<file path="src/rtl/ling_pkg.sv">
package ling_pkg;
  localparam int unsigned GRP = 4;

  typedef struct packed {
    logic g;
    logic t;
  } gt_t;
endpackage

</file>
<file path="src/rtl/ling_gt.sv">
module ling_gt #(
  parameter int unsigned WIDTH = 32
) (
  input  logic [WIDTH-1:0]           x,
  input  logic [WIDTH-1:0]           y,
  output ling_pkg::gt_t [WIDTH-1:0]  gt
);
  for (genvar i = 0; i < WIDTH; i++) begin : g_bit
    assign gt[i].g = x[i] & y[i];
    assign gt[i].t = x[i] | y[i];
  end
endmodule

</file>
<file path="src/rtl/ling_group.sv">
module ling_group
  import ling_pkg::*;
(
  input  gt_t [GRP-1:0] gt,
  input  logic          t_below,
  input  logic          h_base,
  output logic [GRP:1]  h_up
);
  logic [GRP:0] t_ext;

  assign t_ext[0] = t_below;
  for (genvar j = 0; j < GRP; j++) begin : g_t
    assign t_ext[j+1] = gt[j].t;
  end

  always_comb begin
    for (int j = 1; j <= GRP; j++) begin
      logic acc;
      logic prod;
      acc  = gt[j-1].g;
      prod = 1'b1;
      for (int m = 1; m < j; m++) begin
        prod = prod & t_ext[j-m];
        acc  = acc | (prod & gt[j-1-m].g);
      end
      prod = prod & t_ext[0];
      acc  = acc | (prod & h_base);
      h_up[j] = acc;
    end
  end
endmodule

</file>
<file path="src/rtl/ling_sum.sv">
module ling_sum
  import ling_pkg::*;
#(
  parameter int unsigned WIDTH = 32
) (
  input  gt_t [WIDTH-1:0]  gt,
  input  logic             t_low,
  input  logic [WIDTH:0]   h,
  input  logic [WIDTH-1:0] x,
  input  logic [WIDTH-1:0] y,
  output logic [WIDTH-1:0] s,
  output logic             c_top
);
  logic [WIDTH:0] t_ext;
  logic [WIDTH:0] c;

  assign t_ext[0] = t_low;
  for (genvar i = 0; i < WIDTH; i++) begin : g_bit
    assign t_ext[i+1] = gt[i].t;
  end

  for (genvar i = 0; i <= WIDTH; i++) begin : g_carry
    assign c[i] = t_ext[i] & h[i];
  end

  assign s     = x ^ y ^ c[WIDTH-1:0];
  assign c_top = c[WIDTH];

  // the carries rebuilt from Ling pseudo-carries must obey the plain ripple relation.
  always_comb begin
    for (int i = 0; i < WIDTH; i++) begin
      assert_ripple_consistent_R5: assert (c[i+1] == (gt[i].g | (gt[i].t & c[i])));
    end
  end
endmodule

</file>
<file path="src/rtl/ling_adder.sv">
module ling_adder
  import ling_pkg::*;
#(
  parameter int unsigned WIDTH = 32
) (
  input  logic             clk,
  input  logic             rst,
  input  logic [WIDTH-1:0] op_a,
  input  logic [WIDTH-1:0] op_b,
  input  logic             cin,
  output logic [WIDTH-1:0] sum,
  output logic             cout
);
  localparam int unsigned NGRP = WIDTH / GRP;

  gt_t  [WIDTH-1:0] gt;
  logic [WIDTH:0]   h;
  logic [WIDTH-1:0] s_comb;
  logic             c_comb;

  initial begin
    assert_width_multiple: assert (WIDTH % GRP == 0 && WIDTH >= GRP);
  end

  ling_gt #(.WIDTH(WIDTH)) u_gt (.x(op_a), .y(op_b), .gt(gt));

  assign h[0] = cin;

  for (genvar k = 0; k < NGRP; k++) begin : g_grp
    logic t_below;
    if (k == 0) begin : g_first
      assign t_below = cin;
    end else begin : g_next
      assign t_below = gt[k*GRP-1].t;
    end
    ling_group u_group (
      .gt      (gt[k*GRP +: GRP]),
      .t_below (t_below),
      .h_base  (h[k*GRP]),
      .h_up    (h[k*GRP+1 +: GRP])
    );
  end

  ling_sum #(.WIDTH(WIDTH)) u_sum (
    .gt    (gt),
    .t_low (cin),
    .h     (h),
    .x     (op_a),
    .y     (op_b),
    .s     (s_comb),
    .c_top (c_comb)
  );

  always_ff @(posedge clk) begin
    if (rst) begin
      sum  <= '0;
      cout <= 1'b0;
    end else begin
      sum  <= s_comb;
      cout <= c_comb;
    end
  end

  logic past_ok;
  always_ff @(posedge clk) past_ok <= 1'b1;

  assert_sum_R1: assert property (@(posedge clk) disable iff (rst || !past_ok)
    1'b1 |=> (sum == WIDTH'($past(op_a) + $past(op_b) + WIDTH'($past(cin)))));

  assert_cout_R2: assert property (@(posedge clk) disable iff (rst || !past_ok)
    1'b1 |=> ({1'b0, $past(op_a)} + {1'b0, $past(op_b)} + (WIDTH+1)'($past(cin))) >> WIDTH
             == (WIDTH+1)'(cout));

  assert_reset_R3: assert property (@(posedge clk)
    rst |=> (sum == '0 && cout == 1'b0));

  assert_full_propagate_R4: assert property (@(posedge clk) disable iff (rst)
    (op_a == '1 && op_b == '0 && cin) |=> (sum == '0 && cout));
endmodule

</file>
<file path="config.mk">
export PLATFORM = sky130hd
export DESIGN_NAME = ling_adder
export DESIGN_NICKNAME = d
export VERILOG_FILES = /design/src/rtl/ling_pkg.sv /design/src/rtl/ling_gt.sv /design/src/rtl/ling_group.sv /design/src/rtl/ling_sum.sv /design/src/rtl/ling_adder.sv
export SDC_FILE = /design/constraint.sdc
export NUM_CORES = 1
export LEC_CHECK = 0
export BUFFER_PORTS_ARGS = -buffer_cell sky130_fd_sc_hd__buf_2
export CAP_MARGIN = 10
export CORE_MARGIN = 2
export CORE_UTILIZATION = 23
export CTS_CLUSTER_SIZE = 40
export DETAILED_ROUTE_END_ITERATION = 7
export SLEW_MARGIN = 0
export SYNTH_ARGS = -nofsm -noshare
export SYNTH_HDL_FRONTEND = slang
export SYNTH_SLANG_ARGS = --single-unit
export TNS_END_PERCENT = 100
</file>
<file path="constraint.sdc">
create_clock -name clk -period 7.6 [get_ports clk]
set_clock_uncertainty 0.15 [all_clocks]
set_input_delay 0.76 -clock clk [delete_from_list [all_inputs] [get_ports clk]]
set_output_delay 0.76 -clock clk [all_outputs]
set_load 0.05 [all_outputs]
</file>
Yosys cells after proc, flatten, opt, wreduce, memory -nomap -nowiden --
Cells that the tools add are included.
Operators by class: bitwise gates (word level) 298
Operator list (count):
- $and 1x1->1 | 184
- $or 1x1->1 | 112
- $xor 32x32->32 | 2
Word-level totals: bits in registers 33, bits of input ports 67, output and inout port bits 33, word-level logic and storage cells 300

Logic depth before layout (Yosys ltp) --
Gate-level depths: netlist of run 1.
word-level depth 22, gate-level depth with buffers 12, depth with buffers taken out 12

Cells and area by module --
A second synthesis of run 1 with hierarchy kept.
Unflattened totals: cell total of the unflattened synthesis 270, area, all modules 2327.2 µm²
By module, submodules not included:
- ling_adder | times used 1, cells an instance 69, area an instance 889.6 µm², seq. area each 660.6 µm²
- ling_sum | times used 1, cells an instance 97, area an instance 686.9 µm², seq. area each 0.0 µm²
- ling_gt | times used 1, cells an instance 64, area an instance 440.4 µm², seq. area each 0.0 µm²
- ling_group | times used 8, cells an instance 5, area an instance 38.8 µm², seq. area each 0.0 µm²

Least setup slack after synthesis of run 1 --
Ideal clock, no wire load.
kind input -> register, start point input op_a[9], end point register sum[29], data arrival time 3.136 ns, required time 7.322 ns, setup slack 4.186 ns, stages on the path 11, path buffers 0, path through inv_1 > ha_1 > or4_4 > o311a_1 > a211oi_2 > o21ai_0 > a21oi_1 > nor2_1 > fa_1 > xor2_1 > nor2_1
On the way: word-level cells in the longest chain between the ends 18, elaborated cells on any way between the ends 23, those cells by class bitwise: 23
RTL lines:
- start, declared | line ling_adder.sv:8 | input logic [WIDTH-1:0] op_a,
- $or 1x1->1 | line ling_gt.sv:10 | assign gt[i].t = x[i] | y[i];
- $and 1x1->1 | line ling_group.sv:23 | prod = prod & t_ext[j-m];
- $and 1x1->1 (on tied branches) | line ling_group.sv:24, ling_group.sv:23
- $or 1x1->1 (tied with other cells) | line ling_group.sv:24 | acc = acc | (prod & gt[j-1-m].g);
- $or 1x1->1 or $and 1x1->1 (tied branches) | line ling_group.sv:24, ling_group.sv:27
- $or 1x1->1 (*) | line ling_group.sv:27 | acc = acc | (prod & h_base);
- $and 1x1->1 (*) | line ling_group.sv:27
- $or 1x1->1 (*) | line ling_group.sv:27
- [2 not listed]
- $and 1x1->1 (*) | line ling_group.sv:27
- $or 1x1->1 (*) | line ling_group.sv:27
- $and 1x1->1 (*) | line ling_group.sv:27
- $or 1x1->1 (*) | line ling_group.sv:27
- $and 1x1->1 (*) | line ling_group.sv:27
- $or 1x1->1 (*) | line ling_group.sv:27
- $and 1x1->1 (*) | line ling_sum.sv:23 | assign c[i] = t_ext[i] & h[i];
- $xor 32x32->32 (*) | line ling_sum.sv:26 | assign s = x ^ y ^ c[WIDTH-1:0];
- end signal, assigned | line ling_adder.sv:59 | sum <= s_comb;
- end, declared | line ling_adder.sv:11 | output logic [WIDTH-1:0] sum,
Every way passes the cells marked *; elsewhere a longest branch is shown, timed or not. A chain may end at the register's enable or synchronous reset.

Final worst setup path of run 1 --
start point input op_a[1], end point register sum[29]
On the way: word-level cells in the longest chain between the ends 22, elaborated cells on any way between the ends 27, those cells by class bitwise: 27
RTL lines (line):
- $or 1x1->1 | ling_gt.sv:10
- $and 1x1->1 | ling_group.sv:23
- $and 1x1->1 (on tied branches) | ling_group.sv:24, ling_group.sv:23
- $or 1x1->1 (tied with other cells) | ling_group.sv:24
- $or 1x1->1 or $and 1x1->1 (tied branches) | ling_group.sv:24, ling_group.sv:27
- $or 1x1->1 (*) | ling_group.sv:27
- $and 1x1->1 (*) | ling_group.sv:27
- $or 1x1->1 (*) | ling_group.sv:27
- [6 not listed]
- $and 1x1->1 (*) | ling_group.sv:27
- $or 1x1->1 (*) | ling_group.sv:27
- $and 1x1->1 (*) | ling_group.sv:27
- $or 1x1->1 (*) | ling_group.sv:27
- $and 1x1->1 (*) | ling_group.sv:27
- $or 1x1->1 (*) | ling_group.sv:27
- $and 1x1->1 (*) | ling_sum.sv:23
- $xor 32x32->32 (*) | ling_sum.sv:26
Marked as above.

==> impl_results.md, run 1 <==
- Fmax: 267.6 MHz
- Max clock buf depth: 2
- Cells after Synth: 364
- First-pass GRT wire length: 12.02 mm
- Vias in the first global route: 2666
- Iteration-0 DRC Markers: 61
- Cell mode on critical path: nor2_1
- Setup bufs post-CTS: 0
- Critical path, cell by cell: buf_2 > inv_1 > ha_1 > or2_0 > a221oi_1 > nand2_1 > a211oi_2 > o21ai_0 > a21oi_1 > nor2_1 > fa_1 > xor2_1 > nor2_1
- Die ar.: 14320 um2
- Final Cycle Share: 0.4918
- Via count: 2630
- CP peak stage delay: 0.59 ns
- Initial antenna violation count: 1
- Synth Register Bits: 33
- Slowest CP cell: a221oi_1
- Layout cells sized above 1: 0.2313
- Largest net degree at the start of global routing: 37
- Syn nets: 521
- CTS tree: built
- # fillers: 1430
- Slew HR: 0.5302
- DP Wirelength: 6.153 mm
- Fin. Hold Viols: 0
- Final setup fails: 0
- Worst-Margin Slew: 0.7046 ns
- Crit path required time: 7.59 ns
- Gr usage total: 0.1054
- Adder-cell share of the synthesized area: 0.3855
- RSZ-0062 raised after global routing: no
- CTS sink count: 33
- Seq/Total Area, Yosys: 0.2147
- Min Tclk post-route: 3.738 ns
- Drt drc: 0
- Status: completed
- Num CTS Buffers: 5
- Mux contribution to synthesized area: 0
- Root Buffer Master: clkbuf_16
- Initial Util: 0.2342
- Power density of the placed cells: 170.8 nW/um2
- Routed wire length: 7.256 mm
- Setup TNS: 0 ns
- Final Power: 0.6688 mW
- Die Y-Extent: 119.7 um
- Synth Area in Compound Gates: 0.1094
- Gr ovfl total: 0
- Worst Path Max Fanout: 4
- TritonRoute pass-1 iters: 5
- Dominant cells by area after synthesis: ha_1, dfxtp_1, inv_1, nor2_1, fa_1
- GPL Wtd Cong: 0.8182
- Hold Path Class: in2reg
- Routed Antenna Nets: 0
- Post-CTS Hold Fix Bufs: 0
- Fin Hold WS: 0.7374 ns
- Fin nets: 623
- Site Rows: 42
- Via density: 4.084
- Startpoint types: primary input
- DR WL/cell: 11.27 um
- Clk slew on worst S/H paths: 0.05 ns
- Synthesized area: 3077 um2
- P&R area growth vs syn: 27.29%
- Cts repair resizes: 0
- Yosys top cell by area: ha_1
- IR drop worst, VDD: 0.06018 mV
- Distinct cells, synth: 40
- Warnings from Yosys: 0
- Synth Area in Simple Gates: 0.1505
- Critical path type: in2reg
- Max Cap Viol: 0
- Port bufs: 99
- Synth top area share: 0.3335
- Core Area: 13140 um2
- Endpoint class of the critical path: register
- CTS H-tree depth: 2
- Leak pwr: 2.128 nW
- Top Ports: 100
- Synth Area in XOR/XNOR: 0.04839
- Die span in x: 119.7 um
- Mapped Avg Cell Area: 8.452 um2
- Largest family of logic cells by synthesized area: adder cells
- Max Slew Vio Count: 0
- Worst Path Arrival: 3.73 ns
## critical path, delay by kind of cell
family	cells	cell delay, ns
adder cells (fa/ha/maj)	2	0.60
XOR/XNOR	1	0.15
AO/OA/AOI/OAI	4	1.44
AND/OR/NAND/NOR	4	0.62
buffers and inverters	2	0.16
## final timing paths
path | start | end | slack [ns] | cells past startpoint
min | op_b[16] | sum[16] | 0.74 | 3
max | op_a[1] | sum[29] | 3.86 | 13
## area by class of cell
cell class                      instances  area [um2]  area share
Multi-Input combinational cell        256        2135      0.5450
Sequential cell                        33       660.6      0.1687
Timing Repair Buffer                   99       495.5      0.1265
Inverter                               71       266.5     0.06805
Tap cell                              176       220.2     0.05623
Clock buffer                            8       136.4     0.03482
Antenna cell                            1       2.502   0.0006390
## cell families (layout without fill, tap and decap cells)
group                      after synthesis  in the layout
adders and majority gates               90             90
DFF                                     33             33
buffers and inverters                   75            178
xor gates and xnor gates                17             17
AOI/OAI and AO/OA                       52             52
other                                    0              1
and+or+nand+nor                         97             97
## metrics by stage
stage / util / setup WS (ns) / cell area (um2) / instances
after global placement: 0.2875 / 3.577 / 3777 / 635
after global routing: 0.2981 / 3.482 / 3916 / 644
after floorplan: - / 4.186 / 3077 / 364
after CTS: 0.2979 / 3.783 / 3914 / 643
final: 0.2981 / 3.862 / 3916 / 644
after detailed placement: 0.2875 / 3.473 / 3777 / 635
## state kept, by name, summed over array words and instances (netlist names)
signal and count:
sum 32, cout 1
## synthesized netlist by cell type
master	n
o21bai_1	1
nor3_1	12
nor4_1	3
or4_1	2
clkbuf_1	4
nor2b_1	7
a21boi_1	1
nand3b_1	1
a211oi_1	6
o21ai_0	12
o31a_1	1
nand2_1	5
dfxtp_1	33
or3_1	6
o311a_1	3
o2111ai_1	1
nand3_1	1
nand2b_1	2
fa_1	8
a21o_1	1
a31oi_1	2
o31ai_1	1
a21oi_2	1
a221oi_1	1
o311ai_1	1
or2_0	1
or4_4	1
o211ai_1	1
or2_2	1
nor3b_1	3
ha_1	82
xnor2_1	14
nand4_1	1
a2111oi_1	1
a211oi_2	1
o21ai_1	2
inv_1	71
a21oi_1	15
xor2_1	3
nor2_1	51
## cells in the final DEF, fill, tap and decap left out, types with 3 or more instances in the layout
| cell type | instances |
|---|---|
| xnor2_1 | 14 |
| clkbuf_16 | 5 |
| dfxtp_1 | 33 |
| nor2b_1 | 7 |
| nor4_1 | 3 |
| xor2_1 | 3 |
| a211oi_1 | 6 |
| nor2_1 | 51 |
| buf_2 | 99 |
| inv_1 | 71 |
| nor3_1 | 12 |
| fa_1 | 8 |
| or3_1 | 6 |
| o311a_1 | 3 |
| o21ai_0 | 12 |
| ha_1 | 82 |
| clkbuf_1 | 3 |
| a21oi_1 | 15 |
| nor3b_1 | 3 |
| nand2_1 | 5 |
## power breakdown
part           internal, mW  leakage [nW]  switching (mW)
combinational        0.0881          1.79           0.177
sequential            0.197         0.275         0.00627
clock                 0.122        0.0652          0.0785
## per-layer routing
metal	share of wire	track usage	vias to the layer above
li1	-	-	1368
met2	0.48	0.1811	69
met5	0	0	-
met4	0.019	0.03603	0
met3	0.067	0.03850	11
met1	0.43	0.1207	1182
(Power assumes the default switching activity.)
==> inputs of run 2 (changes only) <==
==> constraint.sdc (replaced) <==
create_clock -name clk -period 3.8 [get_ports clk]
set_clock_uncertainty 0.15 [all_clocks]
set_input_delay 0.38 -clock clk [delete_from_list [all_inputs] [get_ports clk]]
set_output_delay 0.38 -clock clk [all_outputs]
set_load 0.05 [all_outputs]
==> impl_results.md, run 2 (synthesized netlist as in run 1, its figures left out) <==
- Startpoint types: primary input
- Slew HR: 0.5132
- Diodes inserted: 0
- Max Cap Viol: 0
- Die ar.: 14320 um2
- CTS tree: built
- P&R area growth vs syn: 28.14%
- Endpoint class of the critical path: register
- Port bufs: 99
- Dpl ws: 0.2342 ns
- Min Tclk post-route: 3.233 ns
- Core Area: 13140 um2
- Worst-Margin Slew: 0.7302 ns
- Fin. Hold Viols: 0
- Largest register FFs: 32
- Routed Antenna Nets: 0
- Post-CTS Hold Fix Bufs: 0
- Site Rows: 42
- Initial antenna violation count: 0
- Critical path type: in2reg
- CTS H-tree depth: 2
- Vias in the first global route: 2604
- Top Ports: 100
- Fin nets: 624
- Via density: 4.115
- Largest Register: sum
- Highest-count cells in the layout ignoring fill and taps: buf_2, ha_1, inv_1
- RSZ-0062 raised after global routing: no
- Die span in x: 119.7 um
- CTS sink count: 33
- Hold Path Class: in2reg
- Final Cycle Share: 0.8508
- Inst Count DP: 636
- Max Slew Vio Count: 0
- Count of non-filler cells in the finished layout: 644
- Final Power: 1.371 mW
- Routed wire length: 7.328 mm
- Setup TNS: 0 ns
- Iteration-0 DRC Markers: 76
- Largest regs: sum: 32 flops, cout: 1 flops
- FF+latch area: 660.6 um2
- GPL Wtd Cong: 0.8004
- Final WS setup: 0.5670 ns
- Gr usage total: 0.1061
- # fillers: 1402
- Die Y-Extent: 119.7 um
- Clk slew on worst S/H paths: 0.05 ns
- Area of the multi-input gates: 2135 um2
- First-pass GRT wire length: 12.08 mm
- Initial Util: 0.2342
- Cts repair resizes: 0
- Drt drc: 0
- DP Wirelength: 6.310 mm
- Final setup fails: 0
- Commonest non-fill, non-tap cell in the layout: buf_2
- Num CTS Buffers: 5
- Crit path required time: 3.80 ns
- Root Buffer Master: clkbuf_16
- Power density of the placed cells: 347.8 nW/um2
- Max clock buf depth: 2
- Layout cells sized above 1: 0.2393
- TritonRoute pass-1 iters: 4
- IR drop worst, VDD: 0.1429 mV
- Setup bufs post-CTS: 0
- Worst Path Arrival: 3.23 ns
- Worst Path Max Fanout: 4
- Leak pwr: 2.147 nW
- DR WL/cell: 11.38 um
- Status: completed
- Largest net degree at the start of global routing: 37
- Gr ovfl total: 0
- Via count: 2650
- Fmax: 309.3 MHz
## run 2: final cells by class
class | count | share of cell area
Clock buffer | 7 | 0.03872
Clock inverter | 1 | 0.001269
Inverter | 71 | 0.06760
Multi-Input combinational cell | 256 | 0.5414
Sequential cell | 33 | 0.1676
Tap cell | 176 | 0.05586
Timing Repair Buffer | 100 | 0.1276
## run 2: routing by layer
layer,routed length (um),global-route usage,vias up
li1,-,-,1372
met1,3184,0.1230,1207
met2,3600,0.1846,63
met3,432,0.03612,8
met4,111,0.03162,0
met5,0,0,-
## run 2: worst paths after layout
check	startpoint	to	slack, ns	depth (start not counted)
setup / recovery	op_a[9]	sum[29]	0.57	12
hold / removal	op_a[12]	sum[12]	0.36	3
## run 2: stage by stage
step	util	hold slack [ns]	cell area (um2)
4_1_cts	0.3001	0.3432	3943
2_1_floorplan	-	0.4935	3077
3_3_place_gp	0.2881	0.6460	3785
5_1_grt	0.3001	0.3624	3943
6_report	0.3001	0.3569	3943
3_5_place_dp	0.2881	0.6496	3785
## run 2: worst max-delay path: stages
cell	delay, ns
buf_2	0.11
inv_1	0.05
ha_1	0.23
or4_4	0.54
o311a_1	0.38
a211oi_2	0.29
o21ai_0	0.21
a21oi_1	0.28
nor2_1	0.14
fa_1	0.40
xor2_1	0.17
nor2_1	0.05
## run 2: where the power goes
| group | switching (mW) | leakage, nW | internal [mW] |
|---|---|---|---|
| Clock | 0.156 | 0.0799 | 0.277 |
| Sequential | 0.0113 | 0.275 | 0.394 |
| Combinational | 0.354 | 1.79 | 0.178 |
